--- src/rtl/ddr3_cmd_gate.sv ---
module ddr3_cmd_gate #(
  parameter int NBANK = 8,
  parameter int TW    = 5,
  localparam int BW   = $clog2(NBANK),
  localparam int PW   = 1 << TW
) (
  input  logic          clk,
  input  logic          rst_n,
  input  logic [1:0]    speed_sel,
  input  logic          low_pwr,
  input  logic          rate_2n,
  input  logic          use_ovr,
  input  logic [TW-1:0] ovr_cl,
  input  logic [TW-1:0] ovr_rcd,
  input  logic [TW-1:0] ovr_rp,
  input  logic [TW-1:0] ovr_cwl,
  input  logic          cmd_valid,
  input  logic [1:0]    cmd_op,
  input  logic [BW-1:0] cmd_bank,
  output logic          cmd_ready,
  output logic          iss_valid,
  output logic [1:0]    iss_op,
  output logic [BW-1:0] iss_bank,
  output logic          proto_err,
  output logic          rd_due,
  output logic          wr_due
);
  localparam logic [1:0] OP_ACT = 2'd0, OP_RD = 2'd1, OP_WR = 2'd2, OP_PRE = 2'd3;

  function automatic logic [4*TW-1:0] preset(input logic [1:0] s, input logic lp);
    int c, w;
    case (s)
      2'd0:    begin c = 7;            w = 6;            end
      2'd1:    begin c = lp ? 8 : 9;   w = lp ? 6 : 7;   end
      default: begin c = lp ? 9 : 11;  w = lp ? 7 : 8;   end
    endcase
    return {TW'(c), TW'(c), TW'(c), TW'(w)};
  endfunction

  function automatic logic [TW-1:0] atleast1(input logic [TW-1:0] v);
    return (v == '0) ? TW'(1) : v;
  endfunction

  logic [TW-1:0]    cfg_cl, cfg_rcd, cfg_rp, cfg_cwl;
  logic             cfg_2n;
  logic [NBANK-1:0] bank_open;
  logic [TW-1:0]    rcd_cnt [NBANK];
  logic [TW-1:0]    rp_cnt  [NBANK];
  logic             gap;
  logic [PW-1:0]    rd_pipe, wr_pipe;

  wire is_col   = (cmd_op == OP_RD) || (cmd_op == OP_WR);
  wire illegal  = (is_col && !bank_open[cmd_bank]) || (cmd_op == OP_ACT && bank_open[cmd_bank]);
  wire timer_ok = (cmd_op == OP_ACT) ? (rp_cnt[cmd_bank] == '0) :
                  is_col             ? (rcd_cnt[cmd_bank] == '0) : 1'b1;
  assign cmd_ready = illegal || (!gap && timer_ok);
  wire issue    = cmd_valid && cmd_ready && !illegal;
  wire refuse   = cmd_valid && illegal;

  always_ff @(posedge clk) begin
    if (!rst_n) begin
      cfg_cl  <= TW'(7);
      cfg_rcd <= TW'(7);
      cfg_rp  <= TW'(7);
      cfg_cwl <= TW'(6);
      cfg_2n  <= 1'b0;
    end else if (!cmd_valid) begin
      if (use_ovr)
        {cfg_cl, cfg_rcd, cfg_rp, cfg_cwl} <=
          {atleast1(ovr_cl), atleast1(ovr_rcd), atleast1(ovr_rp), atleast1(ovr_cwl)};
      else
        {cfg_cl, cfg_rcd, cfg_rp, cfg_cwl} <= preset(speed_sel, low_pwr);
      cfg_2n <= rate_2n;
    end
  end

  always_ff @(posedge clk) begin
    for (int i = 0; i < NBANK; i++) begin
      if (!rst_n) begin
        bank_open[i] <= 1'b0;
        rcd_cnt[i]   <= '0;
        rp_cnt[i]    <= '0;
      end else begin
        if (issue && cmd_bank == BW'(i) && cmd_op == OP_ACT) begin
          bank_open[i] <= 1'b1;
          rcd_cnt[i]   <= cfg_rcd - TW'(1);
        end else if (rcd_cnt[i] != '0) begin
          rcd_cnt[i] <= rcd_cnt[i] - TW'(1);
        end
        if (issue && cmd_bank == BW'(i) && cmd_op == OP_PRE) begin
          bank_open[i] <= 1'b0;
          rp_cnt[i]    <= cfg_rp - TW'(1);
        end else if (rp_cnt[i] != '0) begin
          rp_cnt[i] <= rp_cnt[i] - TW'(1);
        end
      end
    end
  end

  always_ff @(posedge clk) begin
    if (!rst_n) begin
      gap       <= 1'b0;
      iss_valid <= 1'b0;
      iss_op    <= '0;
      iss_bank  <= '0;
      proto_err <= 1'b0;
      rd_pipe   <= '0;
      wr_pipe   <= '0;
    end else begin
      gap       <= issue && cfg_2n;
      iss_valid <= issue;
      iss_op    <= cmd_op;
      iss_bank  <= cmd_bank;
      proto_err <= refuse;
      rd_pipe   <= (rd_pipe >> 1) | ((issue && cmd_op == OP_RD) ? (PW'(1) << cfg_cl)  : '0);
      wr_pipe   <= (wr_pipe >> 1) | ((issue && cmd_op == OP_WR) ? (PW'(1) << cfg_cwl) : '0);
    end
  end

  assign rd_due = rd_pipe[0];
  assign wr_due = wr_pipe[0];

  a_r5_cfg_frozen: assert property (@(posedge clk) disable iff (!rst_n)
    cmd_valid |=> $stable(cfg_cl) && $stable(cfg_rcd) && $stable(cfg_rp) && $stable(cfg_cwl) && $stable(cfg_2n));
  a_r6_col_after_rcd: assert property (@(posedge clk) disable iff (!rst_n)
    issue && is_col |-> rcd_cnt[cmd_bank] == '0 && bank_open[cmd_bank]);
  a_r7_act_after_rp: assert property (@(posedge clk) disable iff (!rst_n)
    issue && cmd_op == OP_ACT |-> rp_cnt[cmd_bank] == '0);
  a_r9_two_clock_gap: assert property (@(posedge clk) disable iff (!rst_n)
    issue && cfg_2n |=> !issue);
  a_r12_refuse_keeps_state: assert property (@(posedge clk) disable iff (!rst_n)
    refuse |=> bank_open == $past(bank_open));
endmodule

--- config.mk ---
export PLATFORM = sky130hd
export DESIGN_NAME = ddr3_cmd_gate
export DESIGN_NICKNAME = d
export VERILOG_FILES = /design/src/rtl/ddr3_cmd_gate.sv
export SDC_FILE = /design/constraint.sdc
export NUM_CORES = 1
export LEC_CHECK = 0
export BUFFER_PORTS_ARGS = -buffer_cell sky130_fd_sc_hd__clkbuf_2
export CELL_PAD_IN_SITES_DETAIL_PLACEMENT = 0
export CELL_PAD_IN_SITES_GLOBAL_PLACEMENT = 1
export CORE_MARGIN = 2
export CORE_UTILIZATION = 52
export DETAILED_ROUTE_END_ITERATION = 12
export PLACE_DENSITY = 0.91
export SLEW_MARGIN = 20
export SYNTH_ARGS = -nofsm -noshare
export SYNTH_HDL_FRONTEND = slang
export SYNTH_SLANG_ARGS = --single-unit
--- constraint.sdc ---
create_clock -name clk -period 4.4 [get_ports clk]
set_input_delay 0.22 -clock clk [delete_from_list [all_inputs] [get_ports clk]]
set_output_delay 0.22 -clock clk [all_outputs]
set_load 0.05 [all_outputs]
==> results of run 1 <==
-- state kept, by name, indices dropped and copies added, names as in the netlist --
name       flops
cfg_rp         5
iss_valid      1
rcd_cnt       40
iss_op         2
cfg_cl         5
cfg_rcd        5
rd_pipe       32
gap            1
wr_pipe       32
rp_cnt        40
cfg_2n         1
iss_bank       3
bank_open      8
proto_err      1
cfg_cwl        5
-- logic make-up after synthesis --
logic type,after synthesis,share of synthesized area
AOI/OAI and AO/OA,153,0.1001
xor gates and xnor gates,30,0.02845
adders and majority gates,22,0.02981
buffers and inverters,91,0.04417
DFF,181,0.4791
muxes,82,0.09931
and+or+nand+nor,395,0.2191
-- stage by stage --
stage               hold WS, ns  setup slack (ns)
floorplan                0.3540             1.752
finish                  0.03627            0.8620
global placement         0.4087            0.9803
global route            0.02497            0.6346
detailed placement       0.4151            0.8897
CTS                     0.02961            0.8779
-- area by class of cell --
cell class,instances,area [um2]
clock buffer,18,439.2
clock inverter,14,152.6
fill,1474,7207
inverter,47,176.4
multi-input combinational,682,4403
sequential,181,4424
tap,225,281.5
timing repair buffer,50,272.8
-- power by group through the flow --
stage / sequential (mW) / clock [mW] / combinational, mW
after global routing: 2.61 / 1.59 / 1.86
after CTS: 2.55 / 1.52 / 1.63
after floorplan: 2.52 / 0 / 1.30
final: 2.56 / 1.51 / 1.63
after global placement: 2.58 / 0 / 1.57
after detailed placement: 2.59 / 0 / 1.61
-- path summary, 6_finish.rpt --
path | start | endpoint | depth (start not counted)
worst min register to register | wr_pipe[30]$_SDFF_PN0_ | wr_pipe[29]$_SDFF_PN0_ | 2
worst min-delay path | ovr_rcd[1] | cfg_rcd[1]$_SDFFE_PN1N_ | 2
worst max-delay path | rcd_cnt[1][2]$_DFFE_PP_ | rp_cnt[6][2]$_DFFE_PP_ | 8
worst max register to register | rcd_cnt[1][2]$_DFFE_PP_ | rp_cnt[6][2]$_DFFE_PP_ | 8
-- worst max-delay path, delay by kind of cell (launching register included) --
kind / cells / cell delay, ns
AOI/OAI and AO/OA: 3 / 1.30
and+or+nand+nor: 4 / 1.01
buffers and inverters: 1 / 0.48
DFF: 1 / 0.42
-- routing by layer --
layer / up-vias / track usage / share of wire
li1: 3457 / - / -
met1: 3363 / 0.2934 / 0.45
met2: 163 / 0.3823 / 0.50
met3: 25 / 0.04194 / 0.041
met4: 0 / 0.07331 / 0.015
met5: - / 0 / 0
-- cells in the final DEF, fill, tap and decap left out, drive strengths merged, types with 3 or more instances in the layout --
| cell | count |
|---|---|
| edfxtp | 80 |
| a221o | 3 |
| a31oi | 12 |
| clkbuf | 59 |
| nand4 | 11 |
| mux2 | 29 |
| xor2 | 26 |
| and3 | 5 |
| nor4 | 23 |
| clkinv | 5 |
| or3 | 3 |
| mux2i | 51 |
| nand2 | 123 |
| nand4b | 3 |
| o31a | 4 |
| nor3b | 7 |
| xnor2 | 4 |
| nand2b | 9 |
| nor3 | 24 |
| inv | 56 |
| a21o | 4 |
| nand3 | 58 |
| a211oi | 3 |
| buf | 9 |
| a22oi | 3 |
| o21ai | 96 |
| nand3b | 9 |
| dfxtp | 101 |
| a21oi | 11 |
| ha | 22 |
| nor2 | 108 |
| o31ai | 9 |
==> summary.txt, run 1 <==
Final layout
  – Share of layout cells above drive strength 1: 0.1310
  – Cell area after layout: 0.01015 mm2
  – Nets: 1034
  – Syn-to-layout area delta: 9.903%
  – Utilization after layout: 0.5848
  – Ant. Diodes: 0
  – Post-Layout Cell Count: 1217

Power
  – Sequential power share: 0.449
  – Max rail drop VDD: 0.3025 mV
  – Switching part of the total power: 0.3516
  – P_leak: 4.208 nW
  – Pwr per Cell Area: 561.7 mW/mm2
  – Internal power: 3.697 mW
  – Sw power: 2.005 mW
  – Design Power: 5.701 mW
  – Clk pwr share: 0.265
  – Comb power frac: 0.287

Yosys
  – Post-synth top area share: 0.2601
  – Mapped cell area: 0.009235 mm2
  – Post-synth EDFFs: 80
  – Post-synthesis sequential area ratio: 0.4791
  – Ranking of synthesized cells by area: edfxtp_1 26%, dfxtp_1 22%, mux2i_1 5.4%
  – Synth Register Bits: 181
  – Async set-reset flop share out of synthesis: 0
  – Yosys cell types: 61
  – Avg Inst Size Synth: 9.680 um2
  – Largest area contributor in the netlist: edfxtp_1
  – Synth Warn #: 0
  – Mapped Cells: 954
  – Post-synth top cells: 123 x nand2_1, 108 x nor2_1, 101 x dfxtp_1, 94 x o21ai_0, 80 x edfxtp_1
  – Top-count cell post-synth: nand2_1
  – Post-Syn Nets: 1009
  – Top_reg_cell synth: dfxtp_1

Placement
  – Placed cell area: 0.009558 mm2
  – Final GP Congestion: 0.8470
  – Number of port buffers: 42
  – Placed cells: 1185
  – Post-DP HPWL: 13890 um

Worst setup path
  – CP required: 4.51 ns
  – Cell Chain, Critical Path: nor2_1 > nand3_1 > o31ai_1 > a31oi_1 > o41ai_4 > buf_4 > and3_1 > nand3b_1
  – R2r setup slk: 0.86 ns
  – Crit. End Element: flip-flop
  – Crit path launch type: flip-flop
  – Critical Path AT: 3.65 ns
  – Slowest Stage Delay on Critical Path: 0.99 ns
  – WS Path Type: reg2reg
  – Crit path max-delay cell type: o41ai_4
  – CP max FO: 25

GRT
  – First-pass GRT wire length: 33090 um
  – Vias in the first global route: 6690
  – Gr usage total: 0.2263
  – Overflow after GRT: 0
  – Antenna violations before repair: 0
  – Largest net degree at the start of global routing: 75

Clock network
  – Cts bufs inserted: 17
  – Clock Latency Late Sink: 0.44 ns
  – CTS max path bufs: 2
  – Clock root cell: clkbuf_16
  – # resized after CTS: 0
  – Setup bufs post-CTS: 0
  – # hold bufs at CTS: 0
  – TritonCTS clock tree: done
  – Clock sinks: 181
  – Worst-path clk slew: 0.07 ns
  – H-tree Lvls: 4

Timing
  – Final setup TNS: 0 ns
  – Setup violators final: 0
  – Crit path time final: 3.538 ns
  – Final Cycle Share: 0.8041
  – Fin. max-slew vios: 0
  – Clk_skew: 0.01320 ns
  – Relative slew margins: 0.2600
  – Top achievable clock speed: 282.6 MHz
  – Unrepaired setup endpoints after global routing: false
  – Final Hold Vio Count: 0
  – Worst Max-Slew Pin Slew: 1.106 ns

Floorplanning
  – Num rows: 48
  – DIE AREA: 0.01884 mm2
  – Number of I/O pins: 43
  – Starting density of the core: 0.5321
  – DIE HEIGHT: 137.3 um
  – Core Area: 0.01736 mm2
  – Die width: 137.3 um

Route
  – Residual DRC count: 0
  – DR pass1 iterations: 5
  – Via count: 7008
  – DRT iter0 DRCs: 474
  – Antenna Nets Post-Route: 0
  – Vias/cell: 5.758
  – Wirelength per Cell: 16.83 um
  – Aggregate routed wire length: 20480 um

Flow run
  – MaxCap Viol Count: 0

Hold path
  – Hold crit path type: in2reg

Outcome
  – Outcome: complete, no violations
No activity file was read; power rests on OpenSTA's default activity.
==> inputs of run 2 (changes only) <==
--- a/config.mk
+++ b/config.mk
@@ -5,13 +5,14 @@
 export SDC_FILE = /design/constraint.sdc
 export NUM_CORES = 1
 export LEC_CHECK = 0
+export ABC_AREA = 1
 export BUFFER_PORTS_ARGS = -buffer_cell sky130_fd_sc_hd__clkbuf_2
 export CELL_PAD_IN_SITES_DETAIL_PLACEMENT = 0
 export CELL_PAD_IN_SITES_GLOBAL_PLACEMENT = 1
 export CORE_MARGIN = 2
-export CORE_UTILIZATION = 52
+export CORE_UTILIZATION = 47
 export DETAILED_ROUTE_END_ITERATION = 12
-export PLACE_DENSITY = 0.91
+export PLACE_DENSITY = 0.87
 export SLEW_MARGIN = 20
 export SYNTH_ARGS = -nofsm -noshare
 export SYNTH_HDL_FRONTEND = slang
==> constraint.sdc (replaced) <==
create_clock -name clk -period 3.7 [get_ports clk]
set_input_delay 0.185 -clock clk [delete_from_list [all_inputs] [get_ports clk]]
set_output_delay 0.185 -clock clk [all_outputs]
set_load 0.05 [all_outputs]
==> run 2 against run 1 <==
Combinational power rose by 30%. Core utilization fell by 5.1 points. Final area grew 7.1%. Highest routed layer unchanged. Worst hold slack worse by 0.027 ns. Largest power group unchanged.
==> summary.txt, run 2 <==
Yosys
  – Mapped Cells: 1241 (was 954)
  – Post-synth top cells: 234 x nand2_1, 203 x inv_1, 118 x nand3_1, 104 x a21oi_1, 101 x dfxtp_1 (was 123 x nand2_1, 108 x nor2_1, 101 x dfxtp_1, 94 x o21ai_0, 80 x edfxtp_1)
  – Async set-reset flop share out of synthesis: 0 (unchanged)
  – Simple-gate share of the synthesized area: 0.3102 (was 0.2191)
  – Mapped cell area: 0.009787 mm2 (was 0.009235 mm2)
  – Synth Register Bits: 181 (unchanged)
  – Post-synth top area share: 0.2455 (was 0.2601)
  – Largest area contributor in the netlist: edfxtp_1 (unchanged)
  – Post-synthesis sequential area ratio: 0.4521 (was 0.4791)
  – Top_reg_cell synth: dfxtp_1 (unchanged)
  – Top-count cell post-synth: nand2_1 (unchanged)
  – Adder-Cell Fraction of Synth Area: 0.02813 (was 0.02981)
  – Xor-xnor portion of the synthesized cell area: 0.02953 (was 0.02845)
  – Synth Warn #: 0 (unchanged)
  – Largest family of logic cells by synthesized area: simple AND/OR/NAND/NOR gates (unchanged)
  – Post-synth EDFFs: 80 (unchanged)
  – Avg Inst Size Synth: 7.886 um2 (was 9.680 um2)
  – Post-Syn Nets: 1296 (was 1009)
  – Ranking of synthesized cells by area: edfxtp_1 25%, dfxtp_1 21%, nand2_1 9.0% (was edfxtp_1 26%, dfxtp_1 22%, mux2i_1 5.4%)
  – Mux share of post-synthesis cell area: 0 (was 0.09931)
  – Synth Area in Compound Gates: 0.07862 (was 0.1001)
  – Yosys cell types: 40 (was 61)

Clock network
  – Clock Latency Late Sink: 0.44 ns (about the same)
  – CTS max path bufs: 2 (unchanged)
  – TritonCTS clock tree: done (unchanged)
  – Worst-path clk slew: 0.07 ns (about the same)
  – H-tree Lvls: 4 (unchanged)
  – Cts bufs inserted: 17 (unchanged)
  – Clock root cell: clkbuf_16 (unchanged)
  – # resized after CTS: 0 (unchanged)
  – Clock sinks: 181 (unchanged)

GRT
  – Vias in the first global route: 7580 (was 6690)
  – Largest net degree at the start of global routing: 56 (was 75)
  – First-pass GRT wire length: 36610 um (was 33090 um)
  – Antenna violations before repair: 0 (unchanged)
  – Gr usage total: 0.2071 (was 0.2263)
  – Overflow after GRT: 0 (unchanged)

Timing
  – Final Hold Vio Count: 0 (unchanged)
  – Crit path time final: 2.637 ns (was 3.538 ns)
  – Worst Hold Margin: 0.009066 ns (was 0.03627 ns)
  – Worst Max-Slew Pin Slew: 1.019 ns (was 1.106 ns)
  – Clk_skew: 0.01691 ns (was 0.01320 ns)
  – Setup violators final: 0 (unchanged)
  – Fin. max-slew vios: 0 (unchanged)
  – Final Cycle Share: 0.7127 (was 0.8041)
  – Final setup TNS: 0 ns (unchanged)
  – Unrepaired setup endpoints after global routing: false (unchanged)
  – Relative slew margins: 0.3183 (was 0.2600)
  – Top achievable clock speed: 379.2 MHz (was 282.6 MHz)

Outcome
  – Outcome: complete, no violations (unchanged)

Power
  – Max rail drop VDD: 0.3243 mV (was 0.3025 mV)
  – Pwr per Cell Area: 633.4 mW/mm2 (was 561.7 mW/mm2)
  – Clk pwr share: 0.277 (was 0.265)
  – Comb power frac: 0.309 (was 0.287)
  – Switching part of the total power: 0.3609 (was 0.3516)
  – Sequential power share: 0.415 (was 0.449)
  – P_leak: 4.618 nW (was 4.208 nW)
  – Design Power: 6.884 mW (was 5.701 mW)
  – Sw power: 2.484 mW (was 2.005 mW)
  – Internal power: 4.399 mW (was 3.697 mW)

Route
  – Residual DRC count: 0 (unchanged)
  – DR WL met3: 961 um (was 832 um)
  – Vias/cell: 5.178 (was 5.758)
  – DR pass1 iterations: 6 (was 5)
  – Antenna Nets Post-Route: 0 (unchanged)
  – Top Layer Used: met4 (unchanged)
  – Wirelength per Cell: 14.18 um (was 16.83 um)
  – WL met2: 10470 um (was 10170 um)
  – DRT iter0 DRCs: 457 (was 474)
  – Aggregate routed wire length: 21940 um (was 20480 um)
  – Via count: 8015 (was 7008)
  – M1 WL: 10150 um (was 9163 um)

Final layout
  – Regs by FF count: rcd_cnt: 40 flops, rp_cnt: 40 flops (unchanged)
  – Most frequent cells in the layout: 234 x nand2_1, 202 x inv_1, 118 x nand3_1 (was 123 x nand2_1, 108 x nor2_1, 101 x dfxtp_1)
  – Utilization after layout: 0.5337 (was 0.5848)
  – Share of layout cells above drive strength 1: 0.1041 (was 0.1310)
  – Cell area after layout: 0.01087 mm2 (was 0.01015 mm2)
  – Ant. Diodes: 0 (unchanged)
  – Leading cell type in the layout, fill and taps excluded: nand2_1 (unchanged)
  – Syn-to-layout area delta: 11.05% (was 9.903%)
  – Nets: 1320 (was 1034)

Placement
  – Final GP Congestion: 0.8535 (was 0.8470)
  – Placed cell area: 0.01020 mm2 (was 0.009558 mm2)
  – Number of port buffers: 42 (unchanged)
  – Post-DP HPWL: 15660 um (was 13890 um)

Floorplanning
  – Starting density of the core: 0.4806 (was 0.5321)
  – Number of I/O pins: 43 (unchanged)
  – DIE AREA: 0.02199 mm2 (was 0.01884 mm2)
  – Core Area: 0.02036 mm2 (was 0.01736 mm2)
  – Num rows: 52 (was 48)
  – DIE HEIGHT: 148.3 um (was 137.3 um)
  – Die width: 148.3 um (was 137.3 um)

Worst setup path
  – Critical Path AT: 2.76 ns (was 3.65 ns)
  – Most frequent CP cell: nor2_1
  – WS Path Type: reg2reg (unchanged)
  – CP required: 3.82 ns (was 4.51 ns)
  – CP max FO: 9 (was 25)
  – Cell Chain, Critical Path: nor2_1 > nand3b_1 > o21ai_0 > nand3_1 > nor2_1 > nor2_1 > nor2_4 > nand2_8 > nor2_8 > nand3_4 > nand2_1 > or2_1 (was nor2_1 > nand3_1 > o31ai_1 > a31oi_1 > o41ai_4 > buf_4 > and3_1 > nand3b_1)
  – Slowest Stage Delay on Critical Path: 0.42 ns (was 0.99 ns)
  – Crit. End Element: flip-flop (unchanged)
  – Crit path launch type: flip-flop (unchanged)
  – Crit path max-delay cell type: edfxtp_1 (was o41ai_4)

Hold path
  – Hold crit path type: in2reg (unchanged)

Flow run
  – MaxCap Viol Count: 0 (unchanged)
## run 2: cell types whose count changed after synthesis, sizes merged, moves of 15 or more
cell,change
nand2,+113
o21ai,-81
nand4,+68
mux2i,-51
nor4,-15
a21oi,+93
nand3,+72
mux2,-29
inv,+162
## run 2: kinds of logic after synthesis
logic type      count (synthesis)
flops                         181
simple gates                  601
compound gates                143
xor+xnor                       33
fa+ha+maj                      22
buf+inv                       261
## run 2: per-layer routing
layer | GRT usage | up-vias
met5 | 0 | -
met4 | 0.06429 | 0
met3 | 0.03374 | 27
met2 | 0.3433 | 174
met1 | 0.2792 | 3657
li1 | - | 4157
## run 2: path summary, 6_finish.rpt
| check | start | to | slack [ns] | cells past startpoint |
|---|---|---|---|---|
| worst max-delay path | rp_cnt[3][2]$_DFFE_PP_ | rp_cnt[2][0]$_DFFE_PP_ | 1.06 | 12 |
| worst min register to register | wr_pipe[26]$_SDFF_PN0_ | wr_pipe[25]$_SDFF_PN0_ | 0.43 | 2 |
| worst max register to register | rp_cnt[3][2]$_DFFE_PP_ | rp_cnt[2][0]$_DFFE_PP_ | 1.06 | 12 |
| worst min-delay path | cmd_op[0] | iss_op[0]$_SDFF_PN0_ | 0.009 | 3 |
## run 2: power by group through the flow
stage / registers (mW) / clock network (mW) / logic [mW]
2_1_floorplan: 2.84 / 0 / 1.65
3_3_place_gp: 2.89 / 0 / 2.09
3_5_place_dp: 2.90 / 0 / 2.09
4_1_cts: 2.85 / 1.94 / 2.12
5_1_grt: 2.90 / 2.01 / 2.44
6_report: 2.85 / 1.90 / 2.12
## run 2: cell type report
cell class	instances	area (um2)
flip-flops and latches	181	4424
fillers	1965	9497
clock inverters	14	183.9
repair buffers	52	295.3
inverters	214	807.0
multi-input cells	799	4369
well taps	270	337.8
clock buffers	18	450.4
## run 2: through the flow
stage | setup WS, ns | cells
after detailed placement | 1.102 | 1513
after floorplan | 1.448 | 1241
final | 1.063 | 1548
after global routing | 0.8192 | 1548
after CTS | 1.083 | 1548
after global placement | 1.161 | 1513
## run 2: what timing repair did
item,CTS,global route
buffers inserted,0,0
hold endpoints to repair,3,0
hold buffers,3,0
## run 2: critical path, delay by kind of cell, from the launching register on
kind / cells / cell delay, ns
AOI/OAI and AO/OA: 1 / 0.30
and+or+nand+nor: 11 / 1.59
DFF: 1 / 0.42
==> inputs of run 3 (changes only) <==
--- a/config.mk
+++ b/config.mk
@@ -5,12 +5,12 @@
 export SDC_FILE = /design/constraint.sdc
 export NUM_CORES = 1
 export LEC_CHECK = 0
-export ABC_AREA = 1
+export ABC_AREA = 0
 export BUFFER_PORTS_ARGS = -buffer_cell sky130_fd_sc_hd__clkbuf_2
 export CELL_PAD_IN_SITES_DETAIL_PLACEMENT = 0
 export CELL_PAD_IN_SITES_GLOBAL_PLACEMENT = 1
 export CORE_MARGIN = 2
-export CORE_UTILIZATION = 47
+export CORE_UTILIZATION = 49
 export DETAILED_ROUTE_END_ITERATION = 12
 export PLACE_DENSITY = 0.87
 export SLEW_MARGIN = 20
==> constraint.sdc (replaced) <==
create_clock -name clk -period 2.76 [get_ports clk]
set_input_delay 0.138 -clock clk [delete_from_list [all_inputs] [get_ports clk]]
set_output_delay 0.138 -clock clk [all_outputs]
set_load 0.05 [all_outputs]
==> run 3 against run 2 <==
Clock power increased by 27%. First-iteration DRC count is 9.4% lower. Fmax decreased by 1.6%. Clock skew down 0.0042 ns. Final cell count fell by 16%. Core utilization increased by 5.2 points. Count of clock-buffer cells in the layout unchanged. Via count decreased by 9.1%. Wire length down 2.0%. Worst hold slack hardly changed. Sequential share of layout area is 0.065 points lower. Die area fell by 9.2%. Largest power group unchanged.
==> summary.txt, run 3 (synthesis results as in run 1) <==
Timing
  – Final Cycle Share: 0.9714 (was 0.7127)
  – Fin. max-slew vios: 0 (unchanged)
  – Unrepaired setup endpoints after global routing: false (unchanged)
  – Relative slew margins: 0.4182 (was 0.3183)
  – Worst Hold Margin: 0.009358 ns (was 0.009066 ns)
  – Setup violators final: 0 (unchanged)
  – Top achievable clock speed: 373.0 MHz (was 379.2 MHz)
  – Crit path time final: 2.681 ns (was 2.637 ns)
  – Final Hold Vio Count: 0 (unchanged)
  – Worst Max-Slew Pin Slew: 0.8695 ns (was 1.019 ns)
  – Clk_skew: 0.01274 ns (was 0.01691 ns)

Placement
  – Placed cell area: 0.01009 mm2 (was 0.01020 mm2)
  – Placed cells: 1256 (was 1513)
  – Post-DP HPWL: 14810 um (was 15660 um)
  – Number of port buffers: 42 (unchanged)
  – Final GP Congestion: 0.8783 (was 0.8535)

Final layout
  – Cell area after layout: 0.01089 mm2 (was 0.01087 mm2)
  – Ant. Diodes: 0 (unchanged)
  – Syn-to-layout area delta: 17.87% (was 11.05%)
  – Regs by FF count: rcd_cnt: 40 flops, rp_cnt: 40 flops (unchanged)
  – Post-Layout Cell Count: 1306 (was 1548)
  – Most frequent cells in the layout: 122 x nand2_1, 108 x nor2_1, 101 x dfxtp_1 (was 234 x nand2_1, 202 x inv_1, 118 x nand3_1)
  – Share of layout cells above drive strength 1: 0.1884 (was 0.1041)
  – Number of fill cells in the layout: 1617 (was 1965)
  – Nets: 1114 (was 1320)
  – Leading cell type in the layout, fill and taps excluded: nand2_1 (unchanged)

Floorplanning
  – Die width: 141.3 um (was 148.3 um)
  – DIE AREA: 0.01996 mm2 (was 0.02199 mm2)
  – Starting density of the core: 0.4970 (was 0.4806)
  – Core Area: 0.01858 mm2 (was 0.02036 mm2)
  – Number of I/O pins: 43 (unchanged)
  – DIE HEIGHT: 141.3 um (was 148.3 um)
  – Num rows: 50 (was 52)

Flow run
  – MaxCap Viol Count: 0 (unchanged)

Hold path
  – Hold crit path type: in2reg (unchanged)

Route
  – Residual DRC count: 0 (unchanged)
  – Wirelength per Cell: 16.47 um (was 14.18 um)
  – DRT iter0 DRCs: 414 (was 457)
  – DR pass1 iterations: 5 (was 6)
  – Antenna Nets Post-Route: 0 (unchanged)
  – Via count: 7282 (was 8015)
  – Vias/cell: 5.576 (was 5.178)
  – Aggregate routed wire length: 21510 um (was 21940 um)

Clock network
  – TritonCTS clock tree: done (unchanged)
  – Worst-path clk slew: 0.07 ns (about the same)
  – CTS max path bufs: 2 (unchanged)
  – Clock Latency Late Sink: 0.45 ns (was 0.44 ns)
  – Cts bufs inserted: 17 (unchanged)
  – Clock sinks: 181 (unchanged)
  – Clock root cell: clkbuf_16 (unchanged)
  – H-tree Lvls: 4 (unchanged)

Worst setup path
  – Crit path launch type: flip-flop (unchanged)
  – CP required: 2.95 ns (was 3.82 ns)
  – CP max FO: 6 (was 9)
  – WS Path Type: reg2reg (unchanged)
  – Critical Path AT: 2.87 ns (was 2.76 ns)
  – Crit. End Element: flip-flop (unchanged)

Power
  – P_leak: 4.622 nW (was 4.618 nW)
  – Pwr per Cell Area: 873.2 mW/mm2 (was 633.4 mW/mm2)
  – Max rail drop VDD: 0.4701 mV (was 0.3243 mV)

GRT
  – Antenna violations before repair: 0 (unchanged)
  – Overflow after GRT: 0 (unchanged)
  – Gr usage total: 0.2205 (was 0.2071)
  – Grt met3 use: 0.03915 (was 0.03374)
  – Met2 usage: 0.3733 (was 0.3433)
  – Grt peak-use layer: met2 (unchanged)
  – Vias in the first global route: 6932 (was 7580)
  – First-pass GRT wire length: 34940 um (was 36610 um)
  – M1 GR Usage: 0.2866 (was 0.2792)
  – Largest net degree at the start of global routing: 133 (was 56)

Outcome
  – Outcome: complete, no violations (unchanged)
run 3: cell types whose count changed in the layout (fill, tap and decap cells not counted), moves of 16 or more:
cell and change:
mux2i_1 +50, o21ai_0 +80, nand4_1 -70, inv_1 -156
nand2_1 -112, buf_4 +65, a21oi_1 -93, nand3_1 -73
nor2_1 +16
run 3: critical path: stages (launching register included):
cell       delay, ns
edfxtp_1        0.42
or3_4           0.41
or4_1           0.40
nand4_1         0.12
o21ai_2         0.07
o21ai_4         0.17
buf_4           0.16
clkbuf_16       0.14
buf_4           0.11
nand3_4         0.10
mux2_1          0.32
run 3: final timing paths:
kind / start / end / slack, ns / cells after the start
hold reg to reg: rd_pipe[13]$_SDFF_PN0_ / rd_pipe[12]$_SDFF_PN0_ / 0.43 / 2
setup reg to reg: rp_cnt[5][0]$_DFFE_PP_ / rcd_cnt[2][0]$_DFFE_PP_ / 0.08 / 10
setup / recovery: rp_cnt[5][0]$_DFFE_PP_ / rcd_cnt[2][0]$_DFFE_PP_ / 0.08 / 10
hold / removal: ovr_rp[2] / cfg_rp[2]$_SDFFE_PN1N_ / 0.009 / 3
run 3: layout make-up:
class                           count  area (um2)  area share
Multi-Input combinational cell    682        4431      0.4070
Sequential cell                   181        4424      0.4064
Timing Repair Buffer              130       974.7     0.08954
Clock buffer                       18       429.2     0.03943
Tap cell                          234       292.8     0.02690
Inverter                           47       176.4     0.01621
Clock inverter                     14       157.7     0.01448
run 3: metrics by stage:
| step | power [mW] | util | worst slack [ns] | TNS [ns] |
|---|---|---|---|---|
| floorplan | 6.090 | - | 0.1784 | 0 |
| global placement | 6.924 | 0.5429 | -0.1816 | -15.60 |
| detailed placement | 7.032 | 0.5429 | -0.2017 | -18.79 |
| CTS | 9.476 | 0.5818 | 0.03006 | 0 |
| global route | 10.10 | 0.5859 | 0.001603 | 0 |
| finish | 9.505 | 0.5859 | 0.07895 | 0 |
run 3: timing repair:
action	4_1_cts	5_1_grt
resized for setup	1	7
setup endpoints to repair	190	73
endpoints found under the hold margin	11	0
setup buffers	3	3
gates cloned	0	1
hold buffers	11	0
pin swaps	1	1
run 3: power breakdown:
group,switching (mW),internal (mW)
clock network,1.20,1.22
logic,1.72,1.34
registers,0.414,3.61
total,3.33,6.18
run 3: routing by layer:
metal,vias to the layer above,wire (um)
met2,157,10460
met4,0,361
met5,-,0
met3,29,759
met1,3471,9927
li1,3625,-
